===== config.mk =====
export PLATFORM = sky130hd
export DESIGN_NAME = byte_tag_gen
export DESIGN_NICKNAME = d
export VERILOG_FILES = /design/src/rtl/tagk_pkg.sv /design/src/rtl/tagk_key_reg.sv /design/src/rtl/tagk_lane.sv /design/src/rtl/tagk_fold.sv /design/src/rtl/byte_tag_gen.sv
export SDC_FILE = /design/constraint.sdc
export NUM_CORES = 1
export LEC_CHECK = 0
export BUFFER_PORTS_ARGS = -buffer_cell sky130_fd_sc_hd__buf_2
export CORE_MARGIN = 3
export CORE_UTILIZATION = 58
export CTS_CLUSTER_DIAMETER = 100
export CTS_CLUSTER_SIZE = 8
export DETAILED_ROUTE_END_ITERATION = 10
export PLACE_DENSITY = 0.78
export SLEW_MARGIN = 5
export SYNTH_ARGS = -nofsm -noshare
export SYNTH_HDL_FRONTEND = slang
export SYNTH_SLANG_ARGS = --single-unit
export TNS_END_PERCENT = 50

===== constraint.sdc =====
create_clock -name clk -period 2.5 [get_ports clk]
set_input_delay 0.25 -clock clk [delete_from_list [all_inputs] [get_ports clk]]
set_output_delay 0.25 -clock clk [all_outputs]
set_load 0.05 [all_outputs]

===== src/rtl/tagk_pkg.sv =====
package tagk_pkg;

  // bit index of the inversion control for lane i
  function automatic int unsigned flip_bit(int unsigned lanes, int unsigned rot_w, int unsigned i);
    return lanes * rot_w + i;
  endfunction

  // low bit index of the rotate field for lane i
  function automatic int unsigned rot_lsb(int unsigned rot_w, int unsigned i);
    return rot_w * i;
  endfunction

endpackage


===== src/rtl/tagk_key_reg.sv =====
module tagk_key_reg #(
  parameter int unsigned KEY_W = 16,
  parameter logic [KEY_W-1:0] RESET_VAL = '0
) (
  input  logic             clk,
  input  logic             rst,
  input  logic             load,
  input  logic [KEY_W-1:0] din,
  output logic [KEY_W-1:0] q
);

  always_ff @(posedge clk) begin
    if (rst)       q <= RESET_VAL;
    else if (load) q <= din;
  end

  a_r7_key_loads: assert property (@(posedge clk) disable iff (rst)
    load |=> (q == $past(din)));

  a_r7_key_holds: assert property (@(posedge clk) disable iff (rst)
    (!load && !$past(rst)) |=> $stable(q));

endmodule


===== src/rtl/tagk_lane.sv =====
module tagk_lane #(
  parameter int unsigned LANE_W = 8,
  localparam int unsigned ROT_W = $clog2(LANE_W)
) (
  input  logic              clk,
  input  logic              rst,
  input  logic              flip,
  input  logic [ROT_W-1:0]  rot,
  input  logic [LANE_W-1:0] din,
  output logic [LANE_W-1:0] dout
);

  logic [LANE_W-1:0]   flipped;
  logic [2*LANE_W-1:0] doubled;

  always_comb begin
    flipped = flip ? ~din : din;
    doubled = {flipped, flipped} << rot;
    dout    = doubled[2*LANE_W-1:LANE_W];
  end

  // inversion changes the bit count, rotation never does
  a_r4_bits_conserved: assert property (@(posedge clk) disable iff (rst)
    $countones(dout) == (flip ? (LANE_W - $countones(din)) : $countones(din)));

  a_r4_zero_rot_identity: assert property (@(posedge clk) disable iff (rst)
    (rot == '0 && !flip) |-> (dout == din));

endmodule


===== src/rtl/tagk_fold.sv =====
module tagk_fold #(
  parameter int unsigned LANES  = 4,
  parameter int unsigned LANE_W = 8
) (
  input  logic [LANES*LANE_W-1:0] lanes,
  output logic [LANE_W-1:0]       folded
);

  always_comb begin
    folded = '0;
    for (int i = 0; i < LANES; i++) begin
      folded = folded ^ lanes[i*LANE_W +: LANE_W];
    end
  end

endmodule


===== src/rtl/byte_tag_gen.sv =====
module byte_tag_gen
  import tagk_pkg::*;
#(
  parameter int unsigned LANES  = 4,
  parameter int unsigned LANE_W = 8,
  parameter bit          PIPE   = 1'b1,
  localparam int unsigned ROT_W  = $clog2(LANE_W),
  localparam int unsigned DATA_W = LANES * LANE_W,
  localparam int unsigned KEY_W  = LANES * (ROT_W + 1),
  parameter logic [KEY_W-1:0] KEY_RESET = '0
) (
  input  logic              clk,
  input  logic              rst,
  input  logic              in_valid,
  output logic              in_ready,
  input  logic [DATA_W-1:0] in_data,
  input  logic              key_load,
  input  logic [KEY_W-1:0]  key_in,
  output logic              tag_valid,
  output logic [LANE_W-1:0] tag_out
);

  logic [KEY_W-1:0]  key_q;
  logic [DATA_W-1:0] lane_out;
  logic [LANE_W-1:0] comb_tag;
  logic              ready_q;
  logic              accept;

  always_ff @(posedge clk) begin
    if (rst) ready_q <= 1'b0;
    else     ready_q <= 1'b1;
  end

  assign in_ready = ready_q;
  assign accept   = in_valid && ready_q;

  tagk_key_reg #(.KEY_W(KEY_W), .RESET_VAL(KEY_RESET)) u_key (
    .clk (clk),
    .rst (rst),
    .load(key_load),
    .din (key_in),
    .q   (key_q)
  );

  for (genvar i = 0; i < LANES; i++) begin : g_lane
    tagk_lane #(.LANE_W(LANE_W)) u_lane (
      .clk (clk),
      .rst (rst),
      .flip(key_q[flip_bit(LANES, ROT_W, i)]),
      .rot (key_q[rot_lsb(ROT_W, i) +: ROT_W]),
      .din (in_data[i*LANE_W +: LANE_W]),
      .dout(lane_out[i*LANE_W +: LANE_W])
    );
  end

  tagk_fold #(.LANES(LANES), .LANE_W(LANE_W)) u_fold (
    .lanes (lane_out),
    .folded(comb_tag)
  );

  if (PIPE) begin : g_pipe
    logic              valid_q;
    logic [LANE_W-1:0] tag_q;

    always_ff @(posedge clk) begin
      if (rst) begin
        valid_q <= 1'b0;
        tag_q   <= '0;
      end else begin
        valid_q <= accept;
        if (accept) tag_q <= comb_tag;
      end
    end

    assign tag_valid = valid_q;
    assign tag_out   = tag_q;

    a_r6_valid_after_accept: assert property (@(posedge clk) disable iff (rst)
      accept |=> tag_valid);

    a_r6_no_spurious_valid: assert property (@(posedge clk) disable iff (rst)
      !accept |=> !tag_valid);

    a_r9_tag_held_when_idle: assert property (@(posedge clk) disable iff (rst)
      (!accept && !$past(rst)) |=> $stable(tag_out));

    a_r1_reset_clears: assert property (@(posedge clk)
      rst |=> (!tag_valid && !in_ready && tag_out == '0));
  end else begin : g_comb
    assign tag_valid = accept;
    assign tag_out   = comb_tag;
  end

  a_r2_ready_after_reset: assert property (@(posedge clk)
    !rst |=> in_ready);

endmodule


==> flow_summary_export.csv, run 1 <==
group,metric,value,unit
status,outcome,"finished, final reports clean",
synth,synth_top_family_by_area,"multiplexers",
synth,synth_top_area_share,0.365,
floorplan,chipHeight,83.8,um
drt,wl_per_cell,17.8,um
power_and_ir_drop,p_clk_frac,0.218,
power_and_ir_drop,seq_power_share,0.292,
hold_path,worstHoldPathType,"primary input to flop",
power_and_ir_drop,power_density,440,nW/um^2
cells_and_area,drive_gt1_frac,0.264,
cells_and_area,nets,454,
flow_run,max_cap_violations,0,
floorplan,boundaryPins,62,
floorplan,initial_core_util,0.619,
timing,timing.final.crit_period,2300,ps
clock_tree,clockRootBuffer,"clkbuf_8",
critical_path,cpMostUsedCell,"xnor2_1",
synth,netlist_area,3510,sq um
grt,antenna_found_initial,0,
synth,ys_seq_area_frac,0.148,
floorplan,die_w,83.8,um
synth,synth_nets,419,
timing,timing.slew.headroom,0.595,
power_and_ir_drop,p_int,0.00105,W
critical_path,worst-endpoint-arrival,2450,ps
clock_tree,clk-insertion-delay-late,280,ps
drt,num_vias,2893,
power_and_ir_drop,sw_frac_of_total,0.377,
critical_path,cp-start-kind,"flop",
synth,synth_edf_count,0,
power_and_ir_drop,total_power,0.00169,W
cells_and_area,syn2layout_area_growth,9.30,%
critical_path,critPathKind,"flop to flop",
power_and_ir_drop,power.leakage,1.75,nW
drt,wl,8420,um
drt,drc,0,
synth,yosysWarnings,0,
critical_path,cp_cell_sequence,"buf_4, mux2i_2, mux2i_1, nor4_1, xnor2_1, xnor2_1, a21oi_1",
floorplan,dieArea,7020,sq um
synth,synthSimpleGateAreaFrac,0.137,
critical_path,end_kind,"flop",
critical_path,required,2660,ps
critical_path,slowest_stage,"nor4_1",
grt,grt_util_all_layers,0.243,
clock_tree,cts_buffers,3,
timing,fin_crit_sh,0.918,
clock_tree,clock_path_buffers,2,
timing,slew_violations,0,
synth,synthFlopType,"dfxtp_1",
critical_path,slowest_delay,580,ps
critical_path,r2r_setup_slack,200,ps
cells_and_area,stdcell_count,473,
power_and_ir_drop,p_sw,0.000637,W
clock_tree,htree_levels,1,
drt,drt_iter0_markers,129,
placement,port_buffers,61,
clock_tree,path_clk_slew,100,ps
drt,via_per_inst,6.12,
grt,grt_max_degree,18,
synth,avgSynthCellArea,9.57,sq um
timing,fmax,0.436,GHz
drt,detail-route-antenna-nets,0,
placement,placedCellCount,469,
synth,synth-seq-cells,26,
clock_tree,cts_tree,"yes",
timing,rsz0062_at_grt,"false",
critical_path,cp_max_fo,9,
grt,gr-total-overflow,0,
synth,post_synth_num_cell_types,25,
timing,hold_viol,0,
timing,final-setup-viol-count,0,
synth,yosysMostFrequentCell,"mux2i_1",
timing,fin_skew,1.79,ps
synth,syn_inst,367,
placement,globalplace.congestion,0.907,
synth,synth_mux_area_frac,0.510,
synth,synth_xor_area_frac,0.0798,
grt,grt_pass1_vias,2969,
clock_tree,clock_sinks,26,
synth,synth_top_area_cell,"mux2i_1",
synth,synth_fa_ha_area_frac,0,
timing,worstMarginPinSlew,602,ps
placement,hpwl,6410,um
floorplan,coreArea,5680,sq um
synth,synth_compound_gate_area_share,0.0684,
floorplan,core.rowCount,27,
synth,synth_common_cells,"mux2i_1, dfxtp_1, mux2i_2, xnor2_1, nor2_1",
drt,firstDrtPassIters,6,
grt,grt_pass1_wl,14400,um
cells_and_area,diodes,0,
power_and_ir_drop,ir_drop,0.305,mV
timing,tns,0,ps
synth,async_flop_share,0,
synth,synth_top_cells_by_area,"mux2i_1, dfxtp_1, mux2i_2",
power_and_ir_drop,pwr-share-comb,0.491,
[per-layer routing]
| layer | vias up | GRT usage | share of wire |
|---|---|---|---|
| li1 | 1434 | - | - |
| met1 | 1360 | 0.310 | 0.42 |
| met2 | 78 | 0.419 | 0.51 |
| met3 | 21 | 0.0267 | 0.044 |
| met4 | 0 | 0.0906 | 0.030 |
| met5 | - | 0 | 0 |
[layout by cell type, fill, tap and decap left out, types with 11 or more instances in the layout]
cell type,synthesis,layout
nand3b_1,11,11
mux2i_2,24,24
dfxtp_1,26,25
buf_2,12,61
mux2i_1,128,128
nor4_1,16,16
a2111oi_1,16,16
xnor2_1,24,24
or3b_1,12,12
nor2_1,20,20
[critical path, delay by kind of cell (launching register included)]
family                    cells  cell delay (ps)
AOI/OAI and AO/OA             1               80
xor gates and xnor gates      2              400
buffers and inverters         1              230
DFF                           1              320
muxes                         2              560
and+or+nand+nor               1              580
[final cells by class]
class,count,area [sq um]
Tap cell,72,90.1
Clock buffer,3,41.3
Sequential cell,26,522
Timing Repair Buffer,68,358
Fill cell,482,1840
Multi-Input combinational cell,302,2790
Clock inverter,1,30.0
Inverter,1,3.75
[path summary, 6_finish.rpt]
kind	startpoint	endpoint	cells after the start
hold reg to reg	u_key.q[6]	u_key.q[6]	2
setup / recovery	u_key.q[0]	tag_out[6]	7
hold / removal	key_in[10]	u_key.q[10]	3
setup reg to reg	u_key.q[0]	tag_out[6]	7
[state kept, by name, summed over array words and instances, names as in the netlist]
name	flops
in_ready	1
u_key.q	16
tag_out	8
tag_valid	1
[cells by family after synthesis]
group / after synthesis
mux: 160
buf+inv: 39
compound gates: 32
xor+xnor: 32
simple gates: 78
flops: 26
[timing repair]
item	in CTS	in global routing
buffers inserted	0	0
setup endpoints to repair	0	2
hold buffers	0	0
gates resized for setup	0	1
endpoints found under the hold margin	0	0
[through the flow]
stage | util | hold slack [ps] | setup WS, ps | cell area [sq um]
after global routing | 0.676 | 203 | 57.7 | 3840
final | 0.676 | 194 | 204 | 3840
after CTS | 0.676 | 194 | 126 | 3840
after global placement | 0.664 | 474 | 181 | 3770
after floorplan | - | 397 | 636 | 3510
after detailed placement | 0.664 | 490 | 150 | 3770
[power by group through the flow]
stage | clock network (W) | registers, W | logic [W]
2_1_floorplan | 0 | 0.000522 | 0.000629
4_1_cts | 0.000375 | 0.000492 | 0.000824
3_5_place_dp | 0 | 0.000502 | 0.000820
3_3_place_gp | 0 | 0.000501 | 0.000810
5_1_grt | 0.000387 | 0.000500 | 0.000893
6_report | 0.000367 | 0.000493 | 0.000828
(Power assumes the default switching activity.)
==> run 2: changes to the inputs <==
--- a/config.mk
+++ b/config.mk
@@ -7,11 +7,11 @@
 export LEC_CHECK = 0
 export BUFFER_PORTS_ARGS = -buffer_cell sky130_fd_sc_hd__buf_2
 export CORE_MARGIN = 3
-export CORE_UTILIZATION = 58
+export CORE_UTILIZATION = 52
 export CTS_CLUSTER_DIAMETER = 100
 export CTS_CLUSTER_SIZE = 8
 export DETAILED_ROUTE_END_ITERATION = 10
-export PLACE_DENSITY = 0.78
+export PLACE_DENSITY = 0.71
 export SLEW_MARGIN = 5
 export SYNTH_ARGS = -nofsm -noshare
 export SYNTH_HDL_FRONTEND = slang
==> flow_summary_export.csv, run 2 (synthesis results as in run 1) <==
group,metric,value,unit
grt,grt_max_degree,18,
drt,wl,8060,um
cells_and_area,layout_commonest_cell,"mux2i_1",
floorplan,initial_core_util,0.544,
timing,fin_crit_sh,0.935,
critical_path,slowest_stage,"dfxtp_1",
drt,wl_per_cell,16.8,um
timing,tns,0,ps
clock_tree,htree_levels,1,
status,outcome,"finished, final reports clean",
grt,antenna_found_initial,0,
placement,placed_cell_area,3780,sq um
flow_run,max_cap_violations,0,
floorplan,die_w,88.2,um
clock_tree,clock_sinks,26,
power_and_ir_drop,p_int,0.00105,W
placement,globalplace.congestion,0.938,
timing,worstMarginPinSlew,551,ps
critical_path,required,2650,ps
clock_tree,cts_resized,0,
clock_tree,cts_tree,"yes",
cells_and_area,largest-register,"u_key.q",
cells_and_area,diodes,0,
grt,grt_pass1_vias,2755,
timing,hold_viol,0,
placement,port_buffers,61,
grt,grt_pass1_wl,12900,um
timing,timing.final.crit_period,2340,ps
clock_tree,cts_hold_buffers,0,
floorplan,dieArea,7780,sq um
drt,detail-route-antenna-nets,0,
clock_tree,clk-insertion-delay-late,280,ps
power_and_ir_drop,pwr-share-comb,0.489,
critical_path,cp_cell_sequence,"buf_4, mux2i_2, xor2_1, a2111oi_1, xnor2_1, xnor2_1, a21oi_1",
floorplan,chipHeight,88.2,um
floorplan,boundaryPins,62,
critical_path,cp_max_fo,7,
drt,drc,0,
grt,gr-total-overflow,0,
timing,timing.slew.headroom,0.633,
timing,final-setup-viol-count,0,
timing,fin_skew,3.66,ps
floorplan,coreArea,6460,sq um
critical_path,critPathKind,"flop to flop",
clock_tree,clockRootBuffer,"clkbuf_8",
power_and_ir_drop,power_density,437,nW/um^2
power_and_ir_drop,power.leakage,1.76,nW
power_and_ir_drop,ir_drop,0.353,mV
timing,slew_violations,0,
critical_path,cpMostUsedCell,"xnor2_1",
grt,grt_util_all_layers,0.205,
power_and_ir_drop,seq_power_share,0.291,
critical_path,r2r_setup_slack,160,ps
critical_path,end_kind,"flop",
critical_path,cp-start-kind,"flop",
cells_and_area,largest_reg_flops,16,
floorplan,core.rowCount,29,
clock_tree,post_cts_buffers,0,
cells_and_area,final_area,3850,sq um
drt,drt_iter0_markers,90,
cells_and_area,syn2layout_area_growth,9.65,%
critical_path,slowest_delay,580,ps
timing,rsz0062_at_grt,"false",
power_and_ir_drop,p_sw,0.000633,W
drt,num_vias,2833,
cells_and_area,final_cell_mix,"mux2i_1, buf_2, dfxtp_1",
drt,firstDrtPassIters,4,
clock_tree,path_clk_slew,100,ps
critical_path,worst-endpoint-arrival,2490,ps
cells_and_area,nets,455,
placement,hpwl,6270,um
power_and_ir_drop,sw_frac_of_total,0.376,
clock_tree,clock_path_buffers,2,
hold_path,worstHoldPathType,"primary input to flop",
cells_and_area,drive_gt1_frac,0.264,
timing,fmax,0.428,GHz
drt,via_per_inst,5.91,
clock_tree,cts_buffers,3,
power_and_ir_drop,p_clk_frac,0.220,
==> run 2: path summary, 6_finish.rpt <==
check / to / cells after the start / start
worst min register to register: tag_out[0] / 2 / tag_out[0]
worst max-delay path: tag_out[7] / 7 / u_key.q[3]
worst max register to register: tag_out[7] / 7 / u_key.q[3]
worst min-delay path: u_key.q[15] / 3 / key_in[15]
==> run 2: cell type report <==
class	instances	area, sq um
Tap cell	77	96.3
Clock inverter	1	30.0
Clock buffer	3	41.3
Timing Repair Buffer	69	365
Inverter	1	3.75
Fill cell	593	2610
Sequential cell	26	520
Multi-Input combinational cell	302	2790
==> run 2: worst max-delay path, delay by kind of cell (launching register included) <==
kind                   cells  cell delay, ps
multiplexers               1             340
XOR/XNOR                   3             480
flip-flops                 1             580
AO/OA/AOI/OAI              2             610
buffers and inverters      1             200
==> run 2: per-layer routing <==
layer	global-route usage	up-vias	part of all wire
met5	0	-	0
met2	0.371	49	0.51
li1	-	1432	-
met4	0.0385	0	0.0055
met1	0.260	1348	0.45
met3	0.0292	4	0.033
==> run 2: metrics by stage <==
step / setup slack [ps] / instances / power (W) / hold slack [ps] / utilization
after floorplan: 636 / 367 / 0.00115 / 397 / -
after global placement: 211 / 475 / 0.00131 / 483 / 0.585
after detailed placement: 154 / 475 / 0.00132 / 492 / 0.585
after CTS: 134 / 479 / 0.00169 / 191 / 0.596
after global routing: 22.5 / 479 / 0.00178 / 194 / 0.596
final: 163 / 479 / 0.00168 / 193 / 0.596
==> run 2: power groups by stage <==
stage | Sequential [W] | Combinational, W | Clock [W]
after global placement | 0.000499 | 0.000810 | 0
after detailed placement | 0.000500 | 0.000820 | 0
final | 0.000490 | 0.000823 | 0.000370
after CTS | 0.000490 | 0.000824 | 0.000381
after global routing | 0.000498 | 0.000883 | 0.000398
after floorplan | 0.000522 | 0.000629 | 0
